## config.mk

```make
export PLATFORM = sky130hd
export DESIGN_NAME = uart_frame_tx
export DESIGN_NICKNAME = d
export VERILOG_FILES = /design/src/rtl/uart_tx_pkg.sv /design/src/rtl/uart_tx_timer.sv /design/src/rtl/uart_tx_shifter.sv /design/src/rtl/uart_frame_tx.sv
export SDC_FILE = /design/constraint.sdc
export NUM_CORES = 1
export LEC_CHECK = 0
export BUFFER_PORTS_ARGS = -buffer_cell sky130_fd_sc_hd__buf_2
export CAP_MARGIN = 20
export CORE_MARGIN = 2
export CORE_UTILIZATION = 58
export CTS_CLUSTER_DIAMETER = 60
export CTS_CLUSTER_SIZE = 40
export DETAILED_ROUTE_END_ITERATION = 10
export PLACE_DENSITY = 0.88
export SYNTH_ARGS = -nofsm -noshare
export SYNTH_HDL_FRONTEND = slang
export SYNTH_SLANG_ARGS = --single-unit
```

## constraint.sdc

```tcl
create_clock -name clk -period 4.65 [get_ports clk]
set_input_delay 0.465 -clock clk [delete_from_list [all_inputs] [get_ports clk]]
set_output_delay 0.465 -clock clk [all_outputs]
set_load 0.01 [all_outputs]
```

## src/rtl/uart_tx_pkg.sv

```systemverilog
package uart_tx_pkg;

    localparam int TICKS_PER_BIT = 16;
    localparam int SHORT_TICKS   = (TICKS_PER_BIT * 7) / 8;
    localparam int MAX_BITS      = 12;
    localparam int IDX_W         = $clog2(MAX_BITS);

    typedef enum logic [1:0] {
        LEN_8  = 2'b00,
        LEN_7  = 2'b01,
        LEN_9  = 2'b10,
        LEN_9B = 2'b11
    } len_e;

    typedef enum logic [1:0] {
        PAR_ODD   = 2'b00,
        PAR_MARK  = 2'b01,
        PAR_EVEN  = 2'b10,
        PAR_SPACE = 2'b11
    } par_e;

    typedef struct packed {
        logic [MAX_BITS-1:0] bits;
        logic [IDX_W-1:0]    last;
        logic                short_end;
    } frame_t;

    function automatic int data_len(input len_e len);
        case (len)
            LEN_7:   return 7;
            LEN_8:   return 8;
            default: return 9;
        endcase
    endfunction

    function automatic frame_t build_frame(
        input logic [7:0] data,
        input len_e       len,
        input logic       par_en,
        input logic [1:0] par_sel,
        input logic       two_stop,
        input logic       short_stop
    );
        frame_t f;
        int     nd;
        int     nb;
        logic   ones;
        logic   pbit;
        nd     = data_len(len);
        f.bits = '1;
        f.bits[0] = 1'b0;
        ones   = 1'b0;
        for (int i = 0; i < 9; i++) begin
            if (i < nd) begin
                if (i == 8) begin
                    f.bits[1 + i] = par_sel[0];
                end else begin
                    f.bits[1 + i] = data[i];
                    ones = ones ^ data[i];
                end
            end
        end
        nb = 1 + nd;
        if (par_en && nd != 9) begin
            case (par_e'(par_sel))
                PAR_ODD:   pbit = ~ones;
                PAR_MARK:  pbit = 1'b1;
                PAR_EVEN:  pbit = ones;
                default:   pbit = 1'b0;
            endcase
            f.bits[nb] = pbit;
            nb = nb + 1;
        end
        nb = nb + (two_stop ? 2 : 1);
        f.last      = IDX_W'(nb - 1);
        f.short_end = short_stop;
        return f;
    endfunction

endpackage

```

## src/rtl/uart_tx_timer.sv

```systemverilog
module uart_tx_timer
    import uart_tx_pkg::*;
#(
    parameter int FULL_TICKS = TICKS_PER_BIT,
    parameter int CUT_TICKS  = SHORT_TICKS
) (
    input  logic clk,
    input  logic rst,
    input  logic run,
    input  logic tick,
    input  logic cut_bit,
    output logic bit_done
);
    localparam int CW = $clog2(FULL_TICKS);
    localparam logic [CW-1:0] FULL_LAST = CW'(FULL_TICKS - 1);
    localparam logic [CW-1:0] CUT_LAST  = CW'(CUT_TICKS - 1);

    logic [CW-1:0] cnt;
    logic [CW-1:0] lim;

    always_comb begin
        lim      = cut_bit ? CUT_LAST : FULL_LAST;
        bit_done = run && tick && (cnt == lim);
    end

    always_ff @(posedge clk) begin
        if (rst || !run || bit_done) begin
            cnt <= '0;
        end else if (tick) begin
            cnt <= cnt + 1'b1;
        end
    end

    assert_tick_bound_R7: assert property (@(posedge clk) disable iff (rst)
        cut_bit |-> (cnt <= CUT_LAST));

endmodule

```

## src/rtl/uart_tx_shifter.sv

```systemverilog
module uart_tx_shifter
    import uart_tx_pkg::*;
(
    input  logic                clk,
    input  logic                rst,
    input  logic                load,
    input  logic [MAX_BITS-1:0] bits_in,
    input  logic                shift,
    output logic                line,
    output logic [IDX_W-1:0]    idx
);
    logic [MAX_BITS-1:0] sreg;

    always_ff @(posedge clk) begin
        if (rst) begin
            sreg <= '1;
            idx  <= '0;
        end else if (load) begin
            sreg <= bits_in;
            idx  <= '0;
        end else if (shift) begin
            sreg <= {1'b1, sreg[MAX_BITS-1:1]};
            idx  <= idx + 1'b1;
        end
    end

    assign line = sreg[0];

endmodule

```

## src/rtl/uart_frame_tx.sv

```systemverilog
module uart_frame_tx
    import uart_tx_pkg::*;
(
    input  logic       clk,
    input  logic       rst,
    input  logic [7:0] tx_data,
    input  logic [1:0] cfg_len,
    input  logic       cfg_par_en,
    input  logic [1:0] cfg_par_sel,
    input  logic       cfg_two_stop,
    input  logic       cfg_short_stop,
    input  logic       baud_tick,
    input  logic       start,
    output logic       tx_line,
    output logic       busy
);
    frame_t           frm_next;
    logic [IDX_W-1:0] last_q;
    logic             short_q;
    logic [IDX_W-1:0] idx;
    logic             load;
    logic             at_last;
    logic             bit_done;
    logic             frame_done;

    always_comb begin
        frm_next   = build_frame(tx_data, len_e'(cfg_len), cfg_par_en,
                                 cfg_par_sel, cfg_two_stop, cfg_short_stop);
        load       = start && !busy;
        at_last    = (idx == last_q);
        frame_done = bit_done && at_last;
    end

    always_ff @(posedge clk) begin
        if (rst) begin
            busy    <= 1'b0;
            last_q  <= '0;
            short_q <= 1'b0;
        end else if (load) begin
            busy    <= 1'b1;
            last_q  <= frm_next.last;
            short_q <= frm_next.short_end;
        end else if (frame_done) begin
            busy    <= 1'b0;
        end
    end

    uart_tx_timer u_timer (
        .clk      (clk),
        .rst      (rst),
        .run      (busy),
        .tick     (baud_tick),
        .cut_bit  (short_q && at_last),
        .bit_done (bit_done)
    );

    uart_tx_shifter u_shift (
        .clk     (clk),
        .rst     (rst),
        .load    (load),
        .bits_in (frm_next.bits),
        .shift   (bit_done),
        .line    (tx_line),
        .idx     (idx)
    );

    assert_idle_high_R1: assert property (@(posedge clk) disable iff (rst)
        !busy |-> tx_line);

    assert_start_low_R2: assert property (@(posedge clk) disable iff (rst)
        (start && !busy) |=> (busy && !tx_line));

    assert_last_is_stop_R6: assert property (@(posedge clk) disable iff (rst)
        (busy && at_last) |-> tx_line);

    assert_end_on_tick_R8: assert property (@(posedge clk) disable iff (rst)
        $fell(busy) |-> $past(baud_tick));

    assert_hold_frame_R9: assert property (@(posedge clk) disable iff (rst)
        (busy && start && !frame_done) |=> (busy && $stable(last_q)));

endmodule

```

### Yosys cells after proc, flatten, opt, wreduce, memory -nomap -nowiden

Cells that the tools add are included.

| storage, ports and cells | value |
|---|---|
| register bits | 26 |
| input port bits | 19 |
| word-level logic and storage cells | 83 |

| cells by class | value |
|---|---|
| $add $sub $neg | 6 |
| magnitude comparators | 11 |
| eq/ne operators | 6 |
| muxes and demuxes | 31 |
| bitwise operators | 8 |
| reduce and logical (&&, ||, !) cells | 15 |

Operator list:

| kind | number |
|---|---|
| 4-bit by 32-bit < comparator with 1-bit output (first input constant) | 4 |
| 3-bit by 32-bit < comparator with 1-bit output (first input constant) | 2 |
| 12-bit 2-to-1 mux | 3 |
| 1-bit by 32-bit < comparator with 1-bit output (first input constant) | 1 |
| 2-bit by 32-bit < comparator with 1-bit output (first input constant) | 1 |
| 5-bit by 32-bit < comparator with 1-bit output (first input constant) | 1 |
| 32-bit by 5-bit inequality test with 1-bit output (second input constant) | 1 |
| 1-bit 2-to-1 mux | 21 |
| 4-bit by 1-bit adder with 4-bit output (second input constant) | 3 |
| 12-bit bitwise mux | 1 |
| 4-bit == test | 2 |
| 4-bit case mux with 2 select lines | 1 |
| 1-bit logical AND | 7 |
| 1-bit bitwise XOR | 7 |
| 1-bit by 4-bit adder with 5-bit output (first input constant) | 1 |
| 5-bit by 1-bit greater-or-equal comparator with 1-bit output (second input constant) | 1 |
| 5-bit < comparator (second input constant) | 1 |
| 4-bit by 3-bit adder with 4-bit output | 1 |
| 1-bit demux with 4-bit select | 1 |
| 2-bit by 1-bit == test with 1-bit output (second input constant) | 2 |
| 2-bit zero test | 2 |
| 2-bit 2-to-1 mux | 2 |
| 4-bit 2-to-1 mux | 1 |
| 2-bit nonzero test | 2 |
| 7 further kinds | 8 |

### Longest topological paths before layout

Gate-level depths: netlist of the first run.

| depth | value |
|---|---|
| word-level depth | 24 |
| gate-level depth with buffers | 15 |
| gate-level depth less buffers | 14 |

### Cells and area by module

Synthesis of the first run repeated with hierarchy kept, for this count alone.

| second synthesis, totals | value |
|---|---|
| cells, all modules | 177 |
| area, all modules | 1,637.8 um^2 |

Modules (own cells, without submodules):

| module | times used | cells an instance | area an instance (um^2) | seq. area each (um^2) |
|---|---|---|---|---|
| uart_tx_shifter | 1 | 70 | 737.0 | 320.3 |
| uart_frame_tx | 1 | 84 | 694.4 | 120.1 |
| uart_tx_timer | 1 | 23 | 206.4 | 80.1 |

### Least setup slack after synthesis of the first run

Ideal clock, no wire load.

| timing path | value |
|---|---|
| path kind | in2reg |
| start | in cfg_len[1] |
| end | reg last_q[3] |
| library setup time | 0.070 ns |
| arrival | 2.651 ns |
| slack | 1.929 ns |
| stages | 15 |
| buffers on the path | 1 |
| cells stage by stage | nor2_1 -> inv_1 -> ha_1 -> nor2b_1 -> clkbuf_1 -> nand2_1 -> o21ai_0 -> ha_1 -> inv_1 -> ha_1 -> inv_1 -> fa_1 -> xnor2_1 -> nand2_1 -> a21oi_1 |

| between the ends | value |
|---|---|
| cells in the longest elaborated chain, start to end | 7 |
| elaborated cells between the ends (all ways) | 10 |

Ends and longest elaborated chain:

| what | RTL line | source |
|---|---|---|
| from (decl) | uart_frame_tx.sv:7 | `input logic [1:0] cfg_len,` |
| 2-bit by 1-bit == test with 1-bit output / 2-bit zero test (equally long branches) | uart_tx_pkg.sv:29 | `case (len)` |
| 4-bit case mux with 2 select lines * | uart_tx_pkg.sv:29 |  |
| 1-bit by 4-bit adder with 5-bit output / 32-bit by 5-bit inequality test with 1-bit output (equally long branches) | uart_tx_pkg.sv:63, uart_tx_pkg.sv:64 |  |
| 4-bit by 1-bit adder with 4-bit output / 1-bit logical AND (equally long branches) | uart_tx_pkg.sv:72, uart_tx_pkg.sv:64 |  |
| 4-bit 2-to-1 mux * | uart_tx_pkg.sv:64 | `if (par_en && nd != 9) begin` |
| 4-bit by 3-bit adder with 4-bit output * | uart_tx_pkg.sv:74 | `nb = nb + (two_stop ? 2 : 1);` |
| 4-bit by 2-bit subtractor with 4-bit output * | uart_tx_pkg.sv:75 | `f.last = IDX_W'(nb - 1);` |
| to (signal assigned) | uart_frame_tx.sv:41 | `last_q <= frm_next.last;` |
| to (decl) | uart_frame_tx.sv:18 | `logic [IDX_W-1:0] last_q;` |

Mark *: on every way between the ends. The rest lies on a longest branch, timed or not.
A chain may end at the register's enable or synchronous reset.

### Worst setup path in the final report of the first run

Ends and elaborated chain as after synthesis.

==> out/results.ini, run 1 <==
[run]
drv_cap = 0

[synthesis]
avgSynthCellArea_sq_um = 9.12
yosys.area.top_type_share_pct = 34.8
synthArstFlopShare_pct = 0
ys_dominant_reg_cell = dfxtp_1
synth-seq-cells = 26
yosys.cell_count.top_type = dfxtp_1
synth_cell_types = 40
yosysTopAreaCell = dfxtp_1
synthesis.area_sq_mm = 0.00150
yosys_warnings = 0
synth_edf_count = 0
syn_inst = 164
ys_seq_area_share_pct = 34.8
synth.area.top_cells = dfxtp_1 (35%), ha_1 (7.5%), mux2i_1 (6.0%), xnor2_1 (5.9%), xor2_1 (4.7%)
syn-num-nets = 193
yosys-top-cells-count = dfxtp_1 (26), nor2_1 (16), nand2_1 (15)

[routing]
postRouteAntennaNets = 0
drtIter0Drc = 11
routed_via_density = 5.78
first_pass_iters = 4
vias = 1225
wire_per_inst_um = 14.0
drcViolationCount = 0
totalWireLength_mm = 2.97

[cells_and_area]
fin_area_sq_mm = 0.00164
syn_to_final_growth_pct = 9.62
fin_nets = 212
drive_gt1_share_pct = 15.9
diodes = 0
stdcell_count = 212
n_fill_cell = 197

[clocking]
htree_levels = 1
clock_sinks = 26
root_buffer = clkbuf_4
clk_latency_ns = 0.32
post_cts_buffers = 0
cts_resized = 0
path_clk_slew_ns = 0.13
cts_buffer_depth = 2
cts_tree = yes
cts_made_buffers = 3
hold_buffers = 0

[timing]
finClkSkew_ns = 0.00699
finalSetupViolCount = 0
fin_tns_setup_ns = 0
layout_setup_ws_ns = 1.72
finalMaxSlewViolations = 0
max_freq_mhz = 341
period_minus_slack_ns = 2.93
worstMarginPinSlew_ns = 0.977
rsz0062_at_grt = false
relSlewSlack_pct = 34.7
timing.final.crit_share_pct = 63.0
hold_viol_final = 0

[critical_path]
r2r_end = u_shift.sreg[8]
path_max_fanout = 8
cp-start-kind = input pin
critPathCaptureType = flop
r2r_cells = 6
regToRegSetupSlack_ns = 2.64
worstSetupPathType = input pin to flop
worstPathArrival_ns = 3.19
rr_startpoint = u_shift.idx[1]
worstPathRequired_ns = 4.91

[power]
leakagePower_nw = 0.697
ir_drop_uv = 185
power_density_mw_per_mm2 = 269

[placement]
port_buffers = 20
routabilityCongestion = 0.769
dp_slack_ns = 1.38
dpl.cell_count = 208
hpwl_mm = 2.31
dpl_cell_area_sq_mm = 0.00160

[floorplanning]
die_y_um = 54.8
coreArea_sq_mm = 0.00245
core.rowCount = 18
dieArea_sq_mm = 0.00300
ioPinCount = 21
die_w_um = 54.8
initial_core_util_pct = 60.9

[hold_path]
whs_endpoint = short_q
hp-class = input pin to flop
min_path_cells = 3
hp-start = cfg_short_stop

[grt]
grt_use_total_pct = 22.6
antenna_found_initial = 0
grt-ovfl-total = 0
grt_pass1_vias = 1094
grt_pass1_wl_mm = 4.83
grt_max_degree = 18

[outcome]
status = completed

## worst max-delay path by stage
stage,startpoint,end,slack (ns),cells after the start
finish,cfg_len[1],last_q[3],1.72,15
global route,cfg_len[1],last_q[3],1.51,15
CTS,cfg_len[1],last_q[3],1.74,15
detailed placement,cfg_len[1],last_q[3],1.38,15
global placement,cfg_len[1],last_q[3],1.68,15
floorplan,cfg_len[1],last_q[3],1.93,15
## report_power, final
| part | switching, mW | leakage, nW | internal, mW |
|---|---|---|---|
| registers | 0.00727 | 0.213 | 0.233 |
| clock network | 0.0652 | 0.0210 | 0.0479 |
| logic | 0.0484 | 0.463 | 0.0383 |
## final cells by class
| cell class | count | area, sq um | area share, % |
|---|---|---|---|
| Timing Repair Buffer | 20 | 100 | 6.11 |
| Clock buffer | 4 | 36.3 | 2.21 |
| Inverter | 7 | 26.3 | 1.60 |
| Sequential cell | 26 | 520 | 31.8 |
| Multi-Input combinational cell | 125 | 918 | 56.0 |
| Tap cell | 30 | 37.5 | 2.29 |
## through the flow
step	total power, mW	hold WS [ns]	utilization (%)
3_3_place_gp	0.327	0.459	65.3
6_report	0.440	0.377	66.8
5_1_grt	0.465	0.395	66.8
3_5_place_dp	0.332	0.473	65.3
2_1_floorplan	0.306	0.443	-
4_1_cts	0.441	0.374	66.8
## placed cells by master, fill, tap and decap left out, drive strengths merged, types with 3 or more instances in the layout
cell type,n
nand2,16
nand3,3
buf,20
nor3,8
nor2,16
inv,7
ha,9
xor2,8
xnor2,10
a21oi,13
a211oi,3
clkbuf,4
mux2i,9
dfxtp,26
## registers in the layout, summed over array words and instances, names as in the netlist
signal        count
short_q           1
last_q            4
busy              1
u_shift.sreg     12
u_timer.cnt       4
u_shift.idx       4
## kinds of logic after synthesis
| family | after synthesis | share of synthesized area, % |
|---|---|---|
| AO/OA/AOI/OAI | 29 | 13.6 |
| multiplexers | 9 | 6.03 |
| buffers and inverters | 13 | 3.77 |
| flip-flops | 26 | 34.8 |
| adder cells (fa/ha/maj) | 10 | 8.87 |
| XOR/XNOR | 19 | 12.1 |
| AND/OR/NAND/NOR | 58 | 20.9 |
## layer usage
metal	part of all wire [%]	vias up	wire (um)	GRT usage [%]
met5	0	-	0	0
met4	1.2	0	37	6.25
met3	4.0	5	118	3.28
met2	50	33	1480	37.9
met1	45	575	1330	30.0
li1	-	612	-	-
## worst max-delay path, stage by stage
cell     delay (ns)
buf_2          0.10
nor2_1         0.28
inv_1          0.14
ha_1           0.20
nor2b_1        0.43
nand2_1        0.15
o21ai_0        0.11
ha_1           0.25
inv_1          0.08
ha_1           0.15
inv_1          0.05
fa_1           0.38
xnor2_1        0.15
nand2_1        0.07
a21oi_1        0.18
Note: power is estimated with default switching activity, not from simulation.
==> run 2: changes to the inputs <==
CORE_UTILIZATION = 56   (was 58)
PLACE_DENSITY = 0.85   (was 0.88)
clock period = 2.8 ns   (was 4.65 ns; I/O delays follow)
==> out/results.ini, run 2 (synthesis results as in run 1) <==
[timing]
finalMaxSlewViolations = 0
finalSetupViolCount = 0
timing.final.crit_share_pct = 82.2
fin_tns_setup_ns = 0
hold_viol_final = 0
rsz0062_at_grt = false
finClkSkew_ns = 0.00616
relSlewSlack_pct = 62.2
max_freq_mhz = 435
layout_setup_ws_ns = 0.499
worstMarginPinSlew_ns = 0.567
period_minus_slack_ns = 2.30

[floorplanning]
die_w_um = 55.7
initial_core_util_pct = 59.8
core.rowCount = 18
dieArea_sq_mm = 0.00310
ioPinCount = 21
coreArea_sq_mm = 0.00250
die_y_um = 55.7

[grt]
grt_pass1_wl_mm = 4.97
grt_max_degree = 18
grt-ovfl-total = 0
grt_pass1_vias = 1157
antenna_found_initial = 0
grt_use_total_pct = 19.8

[routing]
wire_per_inst_um = 14.1
totalWireLength_mm = 3.02
postRouteAntennaNets = 0
routed_via_density = 5.86
drcViolationCount = 0
drtIter0Drc = 21
first_pass_iters = 4
vias = 1254

[clocking]
clk_latency_ns = 0.32
cts_made_buffers = 3
hold_buffers = 0
root_buffer = clkbuf_4
cts_buffer_depth = 2
path_clk_slew_ns = 0.13
htree_levels = 1
clock_sinks = 26
cts_tree = yes
post_cts_buffers = 0
cts_resized = 0

[cells_and_area]
largest_reg_flops = 12
diodes = 0
layout_commonest_cell = dfxtp_1
largest_register = u_shift.sreg
syn_to_final_growth_pct = 10.2
stdcell_count = 214
fin_nets = 215
drive_gt1_share_pct = 16.8
mostFrequentLayoutCells = dfxtp_1 (26), buf_2 (20), nor2_1 (16)
postLayoutCoreUtil_pct = 65.9

[power]
power_density_mw_per_mm2 = 428
leakagePower_nw = 0.705
ir_drop_uv = 246

[placement]
routabilityCongestion = 0.775
hpwl_mm = 2.28
dp_slack_ns = 0.120
dpl.cell_count = 211
port_buffers = 20

[hold_path]
min_path_cells = 3
hp-class = input pin to flop

[critical_path]
critPathCaptureType = flop
worstPathArrival_ns = 2.57
worstPathRequired_ns = 3.07
worstSetupPathType = input pin to flop
path_max_fanout = 6
r2r_cells = 6
cp-start-kind = input pin

[outcome]
status = completed

[run]
drv_cap = 0

## run 2: path summary, 6_finish.rpt
path                        from              end  slack, ns
setup / recovery      cfg_len[1]        last_q[3]       0.50
hold / removal    cfg_short_stop          short_q       0.19
setup reg to reg  u_shift.idx[1]  u_shift.sreg[9]       0.74
hold reg to reg        last_q[3]        last_q[3]       0.49
## run 2: power by group
part	internal (mW)	switching [mW]	leakage (nW)
clock network	0.0505	0.107	0.0138
registers	0.387	0.0119	0.213
logic	0.0673	0.0806	0.478
total	0.505	0.200	0.705
## run 2: cell type report
cell class | count | area, sq um
Multi-Input combinational cell | 125 | 918
Fill cell | 200 | 852
Sequential cell | 26 | 520
Timing Repair Buffer | 23 | 123
Tap cell | 30 | 37.5
Inverter | 7 | 26.3
Clock buffer | 3 | 22.5
## run 2: critical path: stages
cell	delay, ns
buf_2	0.10
nand2b_1	0.19
ha_1	0.23
nor2b_1	0.30
nand2_1	0.11
o21ai_0	0.11
ha_1	0.27
inv_1	0.06
ha_1	0.15
inv_1	0.05
fa_1	0.38
xnor2_1	0.14
nand2_1	0.06
a21oi_1	0.13
## run 2: per-stage QoR
stage	cell area [sq um]	hold slack, ns	total power [mW]
finish	1650	0.191	0.705
global route	1650	0.217	0.740
detailed placement	1630	0.470	0.555
floorplan	1500	0.416	0.508
global placement	1630	0.458	0.548
CTS	1650	0.195	0.706
## run 2: layer usage
layer	global-route usage, %	routed length (um)
met1	23.5	1300
met2	35.9	1570
met3	2.09	90
met4	8.36	55
met5	0	0
==> run 3: changes to the inputs <==
clock period = 2.16 ns   (was 2.8 ns; I/O delays follow)
==> out/results.ini, run 3 (synthesis results as in run 1) <==
[timing]
worstMarginPinSlew_ns = 0.591
max_freq_mhz = 495
relSlewSlack_pct = 60.5
finalSetupViolCount = 0
timing.final.crit_share_pct = 93.5
period_minus_slack_ns = 2.02
hold_viol_final = 0
finalMaxSlewViolations = 0
holdWs_ns = 0.108
rsz0062_at_grt = false
finClkSkew_ns = 0.00574

[clocking]
hold_buffers = 0
clock_sinks = 26
post_cts_buffers = 0
root_buffer = clkbuf_4
htree_levels = 1
cts_resized = 0
cts_buffer_depth = 2
clk_latency_ns = 0.33
cts_tree = yes
cts_made_buffers = 3
path_clk_slew_ns = 0.13

[placement]
dpl_cell_area_sq_mm = 0.00170
hpwl_mm = 2.54
dpl.cell_count = 218
routabilityCongestion = 0.789
port_buffers = 20

[cells_and_area]
mostFrequentLayoutCells = dfxtp_1 (26), buf_2 (20), nand2_1 (15), nor2_1 (15), a21oi_1 (13)
fin_area_sq_mm = 0.00172
drive_gt1_share_pct = 22.5
stdcell_count = 221
largest_reg_flops = 12
syn_to_final_growth_pct = 15.1
layout_commonest_cell = dfxtp_1
n_fill_cell = 205
fin_nets = 222
largest_register = u_shift.sreg
postLayoutCoreUtil_pct = 68.8
diodes = 0

[hold_path]
whs_endpoint = short_q
hp-class = input pin to flop
hp-start = cfg_short_stop
min_path_cells = 3

[critical_path]
r2r_end = u_shift.sreg[3]
worstSetupPathType = flop to flop
worstPathArrival_ns = 2.23
worstPathRequired_ns = 2.37
r2r_cells = 7
worstSetupStartpoint = u_shift.idx[1]
critPathCaptureType = flop
regToRegSetupSlack_ns = 0.14
rr_startpoint = u_shift.idx[1]
path_max_fanout = 14
cp-start-kind = flop

[grt]
grt_pass1_wl_mm = 5.42
grt_pass1_vias = 1278
antenna_found_initial = 0
grt_use_total_pct = 22.2
grt_max_degree = 18
grt-ovfl-total = 0

[floorplanning]
ioPinCount = 21
coreArea_sq_mm = 0.00250
die_y_um = 55.7
initial_core_util_pct = 59.8
die_w_um = 55.7
dieArea_sq_mm = 0.00310
core.rowCount = 18

[outcome]
status = completed

[routing]
wire_per_inst_um = 15.0
postRouteAntennaNets = 0
vias = 1291
drtIter0Drc = 48
drcViolationCount = 0
routed_via_density = 5.84
totalWireLength_mm = 3.32
first_pass_iters = 4

[power]
leakagePower_nw = 0.745
power_density_mw_per_mm2 = 542
p_total_mw = 0.933
ir_drop_uv = 399

[run]
drv_cap = 0

[run 3: per-stage QoR]
step	setup slack, ns	TNS (ns)
global placement	-0.0874	-0.161
global route	0.0244	0
finish	0.141	0
CTS	0.117	0
floorplan	0.0167	0
detailed placement	-0.230	-0.457
[run 3: worst max path at each step]
stage | to | depth (start not counted)
finish | u_shift.sreg[3] | 7
global route | u_shift.sreg[3] | 7
CTS | last_q[3] | 15
detailed placement | last_q[3] | 15
global placement | last_q[2] | 13
floorplan | last_q[3] | 15
[run 3: layout make-up]
class	instances	area, sq um	area share, %
flip-flops and latches	26	520	30.3
well taps	30	37.5	2.18
multi-input cells	125	938	54.5
inverters	7	26.3	1.53
clock buffers	3	22.5	1.31
repair buffers	30	175	10.2
[run 3: metal layers]
layer | share of wire (%) | global-route usage [%] | vias to the layer above | routed length, um
li1 | - | - | 626 | -
met1 | 39 | 24.1 | 617 | 1310
met2 | 53 | 40.8 | 41 | 1760
met3 | 5.3 | 3.26 | 7 | 177
met4 | 2.2 | 12.2 | 0 | 72
met5 | 0 | 0 | - | 0
[run 3: report_power, final]
group / internal, mW / leakage, nW / switching [mW]
registers: 0.502 / 0.213 / 0.0154
logic: 0.0972 / 0.518 / 0.111
clock network: 0.0657 / 0.0138 / 0.142
[run 3: worst max-delay path, cell delays in order, from the launching register on]
cell	delay [ns]
dfxtp_1	0.38
xor2_1	0.20
nor4_4	0.42
nand4b_4	0.22
nand2_4	0.22
buf_4	0.18
mux2i_1	0.19
a21oi_1	0.09
